**config.mk**
```make
export PLATFORM = sky130hd
export DESIGN_NAME = rtc_calendar_core
export DESIGN_NICKNAME = d
export VERILOG_FILES = /design/src/rtl/rtc_cal_pkg.sv /design/src/rtl/rtc_field_step.sv /design/src/rtl/rtc_hour_step.sv /design/src/rtl/rtc_alarm_cmp.sv /design/src/rtl/rtc_calendar_core.sv
export SDC_FILE = /design/constraint.sdc
export NUM_CORES = 1
export LEC_CHECK = 0
export CORE_UTILIZATION = 55
export DETAILED_ROUTE_END_ITERATION = 6
export DONT_BUFFER_PORTS = 1
export PLACE_DENSITY_LB_ADDON = 0.2
export SETUP_SLACK_MARGIN = 0.4
export SLEW_MARGIN = 20
export SYNTH_ARGS = -nofsm -noshare
export SYNTH_HDL_FRONTEND = slang
export SYNTH_SLANG_ARGS = --single-unit
```
**constraint.sdc**
```tcl
create_clock -name clk -period 9.7 [get_ports clk]
set_input_delay 0.97 -clock clk [delete_from_list [all_inputs] [get_ports clk]]
set_output_delay 0.97 -clock clk [all_outputs]
set_load 0.05 [all_outputs]
```
**src/rtl/rtc_cal_pkg.sv**
```systemverilog
package rtc_cal_pkg;

    localparam int A_SEC   = 0;
    localparam int A_MIN   = 1;
    localparam int A_HOUR  = 2;
    localparam int A_DOW   = 3;
    localparam int A_DATE  = 4;
    localparam int A_MON   = 5;
    localparam int A_YEAR  = 6;
    localparam int A_ASEC  = 8;
    localparam int A_AMIN  = 9;
    localparam int A_AHOUR = 10;
    localparam int A_MODE  = 15;

    typedef struct packed {
        logic [7:0] sec;
        logic [7:0] min;
        logic [7:0] hour;
        logic [7:0] dow;
        logic [7:0] date;
        logic [7:0] mon;
        logic [7:0] year;
    } cal_t;

    typedef struct packed {
        logic h24;
        logic bin;
        logic hold;
    } mode_t;

    // decode a stored byte into a plain number
    function automatic logic [7:0] to_num(input logic [7:0] v, input logic bin);
        logic [7:0] tens;
        logic [7:0] ones;
        tens = 8'(v[7:4]);
        ones = 8'(v[3:0]);
        return bin ? v : (tens * 8'd10 + ones);
    endfunction

    // encode a plain number (0..127) into the selected byte format
    function automatic logic [7:0] from_num(input logic [6:0] n, input logic bin);
        logic [6:0] t;
        logic [6:0] u;
        t = n / 7'd10;
        u = n % 7'd10;
        return bin ? {1'b0, n} : {t[3:0], u[3:0]};
    endfunction

endpackage

```
**src/rtl/rtc_field_step.sv**
```systemverilog
module rtc_field_step
    import rtc_cal_pkg::*;
(
    input  logic [7:0] val_i,
    input  logic       bin_i,
    input  logic [6:0] lo_i,
    input  logic [6:0] hi_i,
    input  logic       carry_i,
    output logic [7:0] val_o,
    output logic       carry_o
);
    logic [7:0] cur;

    always_comb begin
        cur     = to_num(val_i, bin_i);
        val_o   = val_i;
        carry_o = 1'b0;
        if (carry_i) begin
            if (cur >= {1'b0, hi_i}) begin
                val_o   = from_num(lo_i, bin_i);
                carry_o = 1'b1;
            end else begin
                val_o   = from_num(cur[6:0] + 7'd1, bin_i);
            end
        end
    end
endmodule

```
**src/rtl/rtc_hour_step.sv**
```systemverilog
module rtc_hour_step
    import rtc_cal_pkg::*;
(
    input  logic [7:0] val_i,
    input  logic       bin_i,
    input  logic       h24_i,
    input  logic       carry_i,
    output logic [7:0] val_o,
    output logic       carry_o
);
    logic [7:0] cur;
    logic [6:0] nxt;
    logic [7:0] enc;
    logic       pm_n;

    always_comb begin
        val_o   = val_i;
        carry_o = 1'b0;
        pm_n    = val_i[7];
        nxt     = '0;
        enc     = '0;
        if (h24_i) begin
            cur = to_num(val_i, bin_i);
            if (carry_i) begin
                if (cur >= 8'd23) begin
                    val_o   = from_num(7'd0, bin_i);
                    carry_o = 1'b1;
                end else begin
                    val_o   = from_num(cur[6:0] + 7'd1, bin_i);
                end
            end
        end else begin
            cur = to_num({1'b0, val_i[6:0]}, bin_i);
            if (carry_i) begin
                if (cur == 8'd11) begin
                    nxt     = 7'd12;
                    pm_n    = ~val_i[7];
                    carry_o = val_i[7];
                end else if (cur >= 8'd12) begin
                    nxt = 7'd1;
                end else begin
                    nxt = cur[6:0] + 7'd1;
                end
                enc   = from_num(nxt, bin_i);
                val_o = {pm_n, enc[6:0]};
            end
        end
    end
endmodule

```
**src/rtl/rtc_alarm_cmp.sv**
```systemverilog
module rtc_alarm_cmp #(
    parameter int N = 3
) (
    input  logic [N-1:0][7:0] cur_i,
    input  logic [N-1:0][7:0] alm_i,
    output logic              match_o
);
    logic [N-1:0] hit;

    for (genvar i = 0; i < N; i++) begin : g_byte
        assign hit[i] = (alm_i[i][7:6] == 2'b11) || (alm_i[i] == cur_i[i]);
    end

    assign match_o = &hit;
endmodule

```
**src/rtl/rtc_calendar_core.sv**
```systemverilog
module rtc_calendar_core
    import rtc_cal_pkg::*;
#(
    parameter int ADDR_W    = 4,
    parameter int WEEK_DAYS = 7,
    parameter int YEAR_SPAN = 100
) (
    input  logic              clk,
    input  logic              rst_n,
    input  logic              tick_i,
    input  logic              wr_en_i,
    input  logic [ADDR_W-1:0] wr_addr_i,
    input  logic [7:0]        wr_data_i,
    output logic [7:0]        sec_o,
    output logic [7:0]        min_o,
    output logic [7:0]        hour_o,
    output logic [7:0]        dow_o,
    output logic [7:0]        date_o,
    output logic [7:0]        mon_o,
    output logic [7:0]        year_o,
    output logic              alarm_o,
    output logic              update_done_o
);
    localparam int N_ALM = 3;
    localparam logic [6:0] YEAR_TOP = 7'(YEAR_SPAN - 1);
    localparam logic [6:0] DOW_TOP  = 7'(WEEK_DAYS);

    typedef struct packed {
        cal_t                  cal;
        logic [N_ALM-1:0][7:0] alm;
        mode_t                 mode;
        logic                  alarm;
        logic                  done;
    } state_t;

    state_t state_d, state_q;

    logic       advance;
    logic [7:0] mon_n, yr_n;
    logic [6:0] month_days;
    logic       leap;
    cal_t       nxt;
    logic       c_sec, c_min, c_hour, c_dow, c_date, c_mon, c_year;
    logic       alm_hit;

    assign advance = tick_i && !wr_en_i && !state_q.mode.hold;

    // length of the current month
    always_comb begin
        mon_n = to_num(state_q.cal.mon, state_q.mode.bin);
        yr_n  = to_num(state_q.cal.year, state_q.mode.bin);
        leap  = (yr_n[1:0] == 2'b00);
        case (mon_n)
            8'd2:                      month_days = leap ? 7'd29 : 7'd28;
            8'd4, 8'd6, 8'd9, 8'd11:   month_days = 7'd30;
            default:                   month_days = 7'd31;
        endcase
    end

    rtc_field_step u_sec (
        .val_i(state_q.cal.sec), .bin_i(state_q.mode.bin), .lo_i(7'd0), .hi_i(7'd59),
        .carry_i(advance), .val_o(nxt.sec), .carry_o(c_sec));

    rtc_field_step u_min (
        .val_i(state_q.cal.min), .bin_i(state_q.mode.bin), .lo_i(7'd0), .hi_i(7'd59),
        .carry_i(c_sec), .val_o(nxt.min), .carry_o(c_min));

    rtc_hour_step u_hour (
        .val_i(state_q.cal.hour), .bin_i(state_q.mode.bin), .h24_i(state_q.mode.h24),
        .carry_i(c_min), .val_o(nxt.hour), .carry_o(c_hour));

    rtc_field_step u_dow (
        .val_i(state_q.cal.dow), .bin_i(state_q.mode.bin), .lo_i(7'd1), .hi_i(DOW_TOP),
        .carry_i(c_hour), .val_o(nxt.dow), .carry_o(c_dow));

    rtc_field_step u_date (
        .val_i(state_q.cal.date), .bin_i(state_q.mode.bin), .lo_i(7'd1), .hi_i(month_days),
        .carry_i(c_hour), .val_o(nxt.date), .carry_o(c_date));

    rtc_field_step u_mon (
        .val_i(state_q.cal.mon), .bin_i(state_q.mode.bin), .lo_i(7'd1), .hi_i(7'd12),
        .carry_i(c_date), .val_o(nxt.mon), .carry_o(c_mon));

    rtc_field_step u_year (
        .val_i(state_q.cal.year), .bin_i(state_q.mode.bin), .lo_i(7'd0), .hi_i(YEAR_TOP),
        .carry_i(c_mon), .val_o(nxt.year), .carry_o(c_year));

    rtc_alarm_cmp #(.N(N_ALM)) u_alarm (
        .cur_i({nxt.hour, nxt.min, nxt.sec}),
        .alm_i(state_q.alm),
        .match_o(alm_hit));

    always_comb begin
        state_d       = state_q;
        state_d.alarm = 1'b0;
        state_d.done  = 1'b0;
        if (advance) begin
            state_d.cal   = nxt;
            state_d.done  = 1'b1;
            state_d.alarm = alm_hit;
        end
        if (wr_en_i) begin
            case (wr_addr_i)
                ADDR_W'(A_SEC):   state_d.cal.sec  = wr_data_i;
                ADDR_W'(A_MIN):   state_d.cal.min  = wr_data_i;
                ADDR_W'(A_HOUR):  state_d.cal.hour = wr_data_i;
                ADDR_W'(A_DOW):   state_d.cal.dow  = wr_data_i;
                ADDR_W'(A_DATE):  state_d.cal.date = wr_data_i;
                ADDR_W'(A_MON):   state_d.cal.mon  = wr_data_i;
                ADDR_W'(A_YEAR):  state_d.cal.year = wr_data_i;
                ADDR_W'(A_ASEC):  state_d.alm[0]   = wr_data_i;
                ADDR_W'(A_AMIN):  state_d.alm[1]   = wr_data_i;
                ADDR_W'(A_AHOUR): state_d.alm[2]   = wr_data_i;
                ADDR_W'(A_MODE):  state_d.mode     = wr_data_i[2:0];
                default: ;
            endcase
        end
    end

    always_ff @(posedge clk) begin
        if (!rst_n) begin
            state_q          <= '0;
            state_q.cal.dow  <= 8'h01;
            state_q.cal.date <= 8'h01;
            state_q.cal.mon  <= 8'h01;
            state_q.mode.h24 <= 1'b1;
        end else begin
            state_q <= state_d;
        end
    end

    assign sec_o         = state_q.cal.sec;
    assign min_o         = state_q.cal.min;
    assign hour_o        = state_q.cal.hour;
    assign dow_o         = state_q.cal.dow;
    assign date_o        = state_q.cal.date;
    assign mon_o         = state_q.cal.mon;
    assign year_o        = state_q.cal.year;
    assign alarm_o       = state_q.alarm;
    assign update_done_o = state_q.done;


    done_after_tick_chk: assert property (@(posedge clk) disable iff (!rst_n)
        update_done_o |-> $past(tick_i));


    hold_freeze_chk: assert property (@(posedge clk) disable iff (!rst_n)
        (state_q.mode.hold && !wr_en_i) |=> ($stable(sec_o) && !update_done_o));


    alarm_with_done_chk: assert property (@(posedge clk) disable iff (!rst_n)
        alarm_o |-> update_done_o);


    write_wins_chk: assert property (@(posedge clk) disable iff (!rst_n)
        (wr_en_i && tick_i) |=> !update_done_o);


    quiet_hold_chk: assert property (@(posedge clk) disable iff (!rst_n)
        (!tick_i && !wr_en_i) |=> $stable({sec_o, min_o, hour_o, dow_o, date_o, mon_o, year_o}));

endmodule

```
==> reports/results.tsv <==
stage	metric	value	unit
floorplan	io_pins	74	
min_path	holdPathStages	2	
grt	grt_pass1_wl	61100	um
detailed_routing	drc	0	
critical_path	crit_slowest_cell	dfxtp_1	
floorplan	die_width	156	um
critical_path	endpoint_kind	flop	
power_and_ir_drop	power.density	95.1	nW/um2
yosys	yosys_warnings	0	
critical_path	cp_top_family	compound AO/OA/AOI/OAI gates	
clock_network	postCtsSetupBuffers	0	
critical_path	crit_type	reg -> reg	
critical_path	worst_r2r_path_depth	21	
grt	overflow	0	
clock_network	holdBufCountCts	0	
yosys	async_reset_ff_share	0	%
clock_network	path_clk_slew	0.07	ns
grt	grt_pass1_vias	12000	
detailed_routing	wire_per_inst	18.9	um
critical_path	cp_max_fo	11	
sta	layout_min_cycle_time	6.59	ns
clock_network	cts_root_buffer	clkbuf_16	
run_status	status	complete, no violations	
sta	rsz0062_at_grt	false	
critical_path	crit_top_cell	ha_1	
layout	nFillCells	2180	
clock_network	cts_resized	0	
layout	nets	1756	
layout	antenna_cells	0	
yosys	synth_enable_flop_cells	0	
detailed_routing	drt_pre_antenna_iters	7	
place	hpwlAfterDp	27100	um
min_path	hp-class	reg -> reg	
critical_path	reg2reg_slack	3.11	ns
grt	grt_max_degree	74	
floorplan	die_h	156	um
yosys	ys_seq_elements	85	
place	io_buffers	0	
detailed_routing	num_vias	13000	
layout	syn_to_final_growth	-0.693	%
run	maxCapViolCount	0	
detailed_routing	ant_nets	0	
power_and_ir_drop	switching_share	40.8	%
sta	fmax	0.152	GHz
clock_network	htree_levels	3	
critical_path	crit_chain	ha_1, ha_1, fa_1, xor2_1, and3_1, o31ai_2, o211ai_1, a21boi_1, nor2_1, nor2_1, o21ai_0, nand2_1, ha_1, and2_1, o2111ai_1, o2111ai_1, and3_1, mux2i_1, a2111oi_0, a41oi_1, a221oi_2	
yosys	synthCells	1766	
grt	globalRouteTotalUtil	30.2	%
min_path	min_from	state_q[7]	
critical_path	path_buf_inv	0	
power_and_ir_drop	p_sw	501	uW
yosys	ys_types	109	
yosys	syn_avg_cell_area	7.36	um2
layout	utilization	56.4	%
detailed_routing	via_per_inst	6.65	
layout	drive_above_1_share	6.38	%
sta	tns	0	ns
critical_path	required	9.96	ns
power_and_ir_drop	seqPwrFrac	34.2	%
place	gp_congestion	0.919	
critical_path	crit_arrival	6.85	ns
yosys	synth_ff_type	dfxtp_1	
clock_network	cts_tree	built	
yosys	synth_seq_area_share	13.1	%
clock_network	cts.sinks	85	
clock_network	clk_latency	0.34	ns
yosys	synthesis.nets	1881	
power_and_ir_drop	power_leakage	0.00505	uW
sta	finalHoldViolCount	0	
power_and_ir_drop	clkPwrFrac	27.9	%
detailed_routing	routed_wl	37100	um
sta	final.period_utilization	67.9	%
sta	clock_skew	0.0107	ns
detailed_routing	drt_iter0_markers	1062	
clock_network	tritoncts.num_buffers	9	
power_and_ir_drop	p_int	727	uW
floorplan	rows	55	
yosys	syn-cell-area	13000	um2
floorplan	coreArea	22900	um2
sta	tightest_slew	1.06	ns
sta	slew_headroom	29.0	%
sta	final-setup-viol-count	0	
grt	grt_antenna_before_repair	0	
floorplan	start_util	56.8	%
critical_path	critPathLaunchType	flop	
clock_network	cts_buffer_depth	2	
critical_path	slowest_delay	0.87	ns
critical_path	r2r-start	min_o[5]	
power_and_ir_drop	peakVddDrop	0.0000969	V
sta	drv_slew	0	
power_and_ir_drop	pwr-share-comb	37.8	%
floorplan	dieArea	24300	um2
min_path	hold_path_end	state_q[7]	
critical_path	rr_endpoint	alarm_o	
==> cell families after synthesis <==
kind of cell / synth area share (%)
simple gates: 25.5
flops: 13.1
compound gates: 31.4
buf+inv: 8.34
mux: 5.25
xor+xnor: 5.99
fa+ha+maj: 10.4
==> cell usage in the layout, fill, tap and decap left out, types with 16 or more instances in the layout <==
cell type,n
xnor2_1,60
and3_1,19
nand3_1,63
inv_1,45
nor2b_1,20
nand4_1,18
and2_1,23
o21ai_0,94
a211oi_1,25
a21oi_1,120
dfxtp_1,84
mux2i_1,51
o2111ai_1,17
a21boi_0,16
o31ai_1,16
a31oi_1,24
nand2_1,166
nor2_1,155
nand2b_1,32
nor3_1,47
ha_1,85
a21o_1,27
buf_4,16
xor2_1,29
or3_1,19
o211ai_1,44
==> layer usage <==
metal  up-vias  part of all wire (%)  global-route usage (%)
li1       6348                     -                       -
met1      6132                    44                    39.6
met2       477                    47                    51.0
met3        72                   6.5                    4.31
met4         0                   2.6                    8.64
met5         -                     0                       0
==> through the flow <==
| step | hold slack [ns] | setup WS [ns] | instance area, um2 | power [uW] | std cells |
|---|---|---|---|---|---|
| 6_report | 0.531 | 3.11 | 12900 | 1230 | 1959 |
| 5_1_grt | 0.560 | 2.49 | 12900 | 1300 | 1959 |
| 4_1_cts | 0.532 | 2.87 | 12900 | 1220 | 1959 |
| 3_5_place_dp | 0.517 | 2.94 | 12600 | 882 | 1943 |
| 3_3_place_gp | 0.498 | 3.04 | 12600 | 877 | 1943 |
| 2_1_floorplan | 0.476 | 2.82 | 13000 | 814 | 1766 |
==> sequential cells by signal, indices dropped and copies added, names as in the netlist <==
| signal | count |
|---|---|
| update_done_o | 1 |
| sec_o | 8 |
| date_o | 8 |
| state_q | 27 |
| year_o | 8 |
| dow_o | 8 |
| mon_o | 8 |
| min_o | 8 |
| alarm_o | 1 |
| hour_o | 8 |
==> Yosys cell counts, types with 9 or more instances <==
master,count,area share [%]
a211oi_1,25,1.4
a21boi_0,16,0.92
a21o_1,27,1.6
a21oi_1,120,4.6
a221oi_1,11,0.74
a22oi_1,9,0.52
a31oi_1,24,1.2
and2_1,23,1.1
and3_1,19,0.91
buf_2,20,0.77
buf_4,61,3.5
buf_6,11,0.95
clkbuf_1,51,1.5
dfxtp_1,85,13
fa_1,14,2.2
ha_1,85,8.2
inv_1,45,1.3
mux2_2,14,1.2
mux2i_1,51,3.9
nand2_1,166,4.8
nand2b_1,32,1.5
nand3_1,63,2.4
nand4_1,18,0.87
nor2_1,155,4.5
nor2b_1,20,0.96
nor3_1,47,1.8
nor3b_1,11,0.63
nor4_1,12,0.58
o2111ai_1,17,1.1
o211a_1,14,1.1
o211ai_1,44,2.5
o21a_1,9,0.52
o21ai_0,94,3.6
o22ai_1,12,0.58
o31ai_1,17,0.98
or3_1,19,0.91
or4_1,14,0.81
xnor2_1,60,4.0
xor2_1,29,2.0
==> tightest hold or removal path, delay by kind of cell, from the launching register on <==
| kind | cells | cell delay [ns] |
|---|---|---|
| flip-flops | 1 | 0.35 |
| multiplexers | 1 | 0.08 |
| AND/OR/NAND/NOR | 1 | 0.07 |
==> area by class of cell <==
class,count,area (um2),share of cell area (%)
Clock buffer,10,239,1.85
Clock inverter,6,53.8,0.417
Inverter,47,176,1.37
Multi-Input combinational cell,1482,10200,79.2
Sequential cell,85,1710,13.2
Tap cell,313,392,3.03
Timing Repair Buffer,16,120,0.930
==> worst max path at each step <==
stage,slack (ns),depth (start not counted),end,start
final,3.11,21,alarm_o,min_o[5]
after global placement,3.04,21,alarm_o,min_o[5]
after detailed placement,2.94,21,alarm_o,min_o[5]
after floorplan,2.82,32,alarm_o,state_q[3]
after global routing,2.49,21,alarm_o,min_o[5]
after CTS,2.87,21,alarm_o,min_o[5]
==> power by group through the flow <==
stage,clock network [uW],logic (uW),registers (uW)
6_report,343,465,420
5_1_grt,362,516,422
4_1_cts,345,458,420
3_5_place_dp,0,454,428
3_3_place_gp,0,449,428
2_1_floorplan,0,428,386
Note: power is estimated with default switching activity, not from simulation.
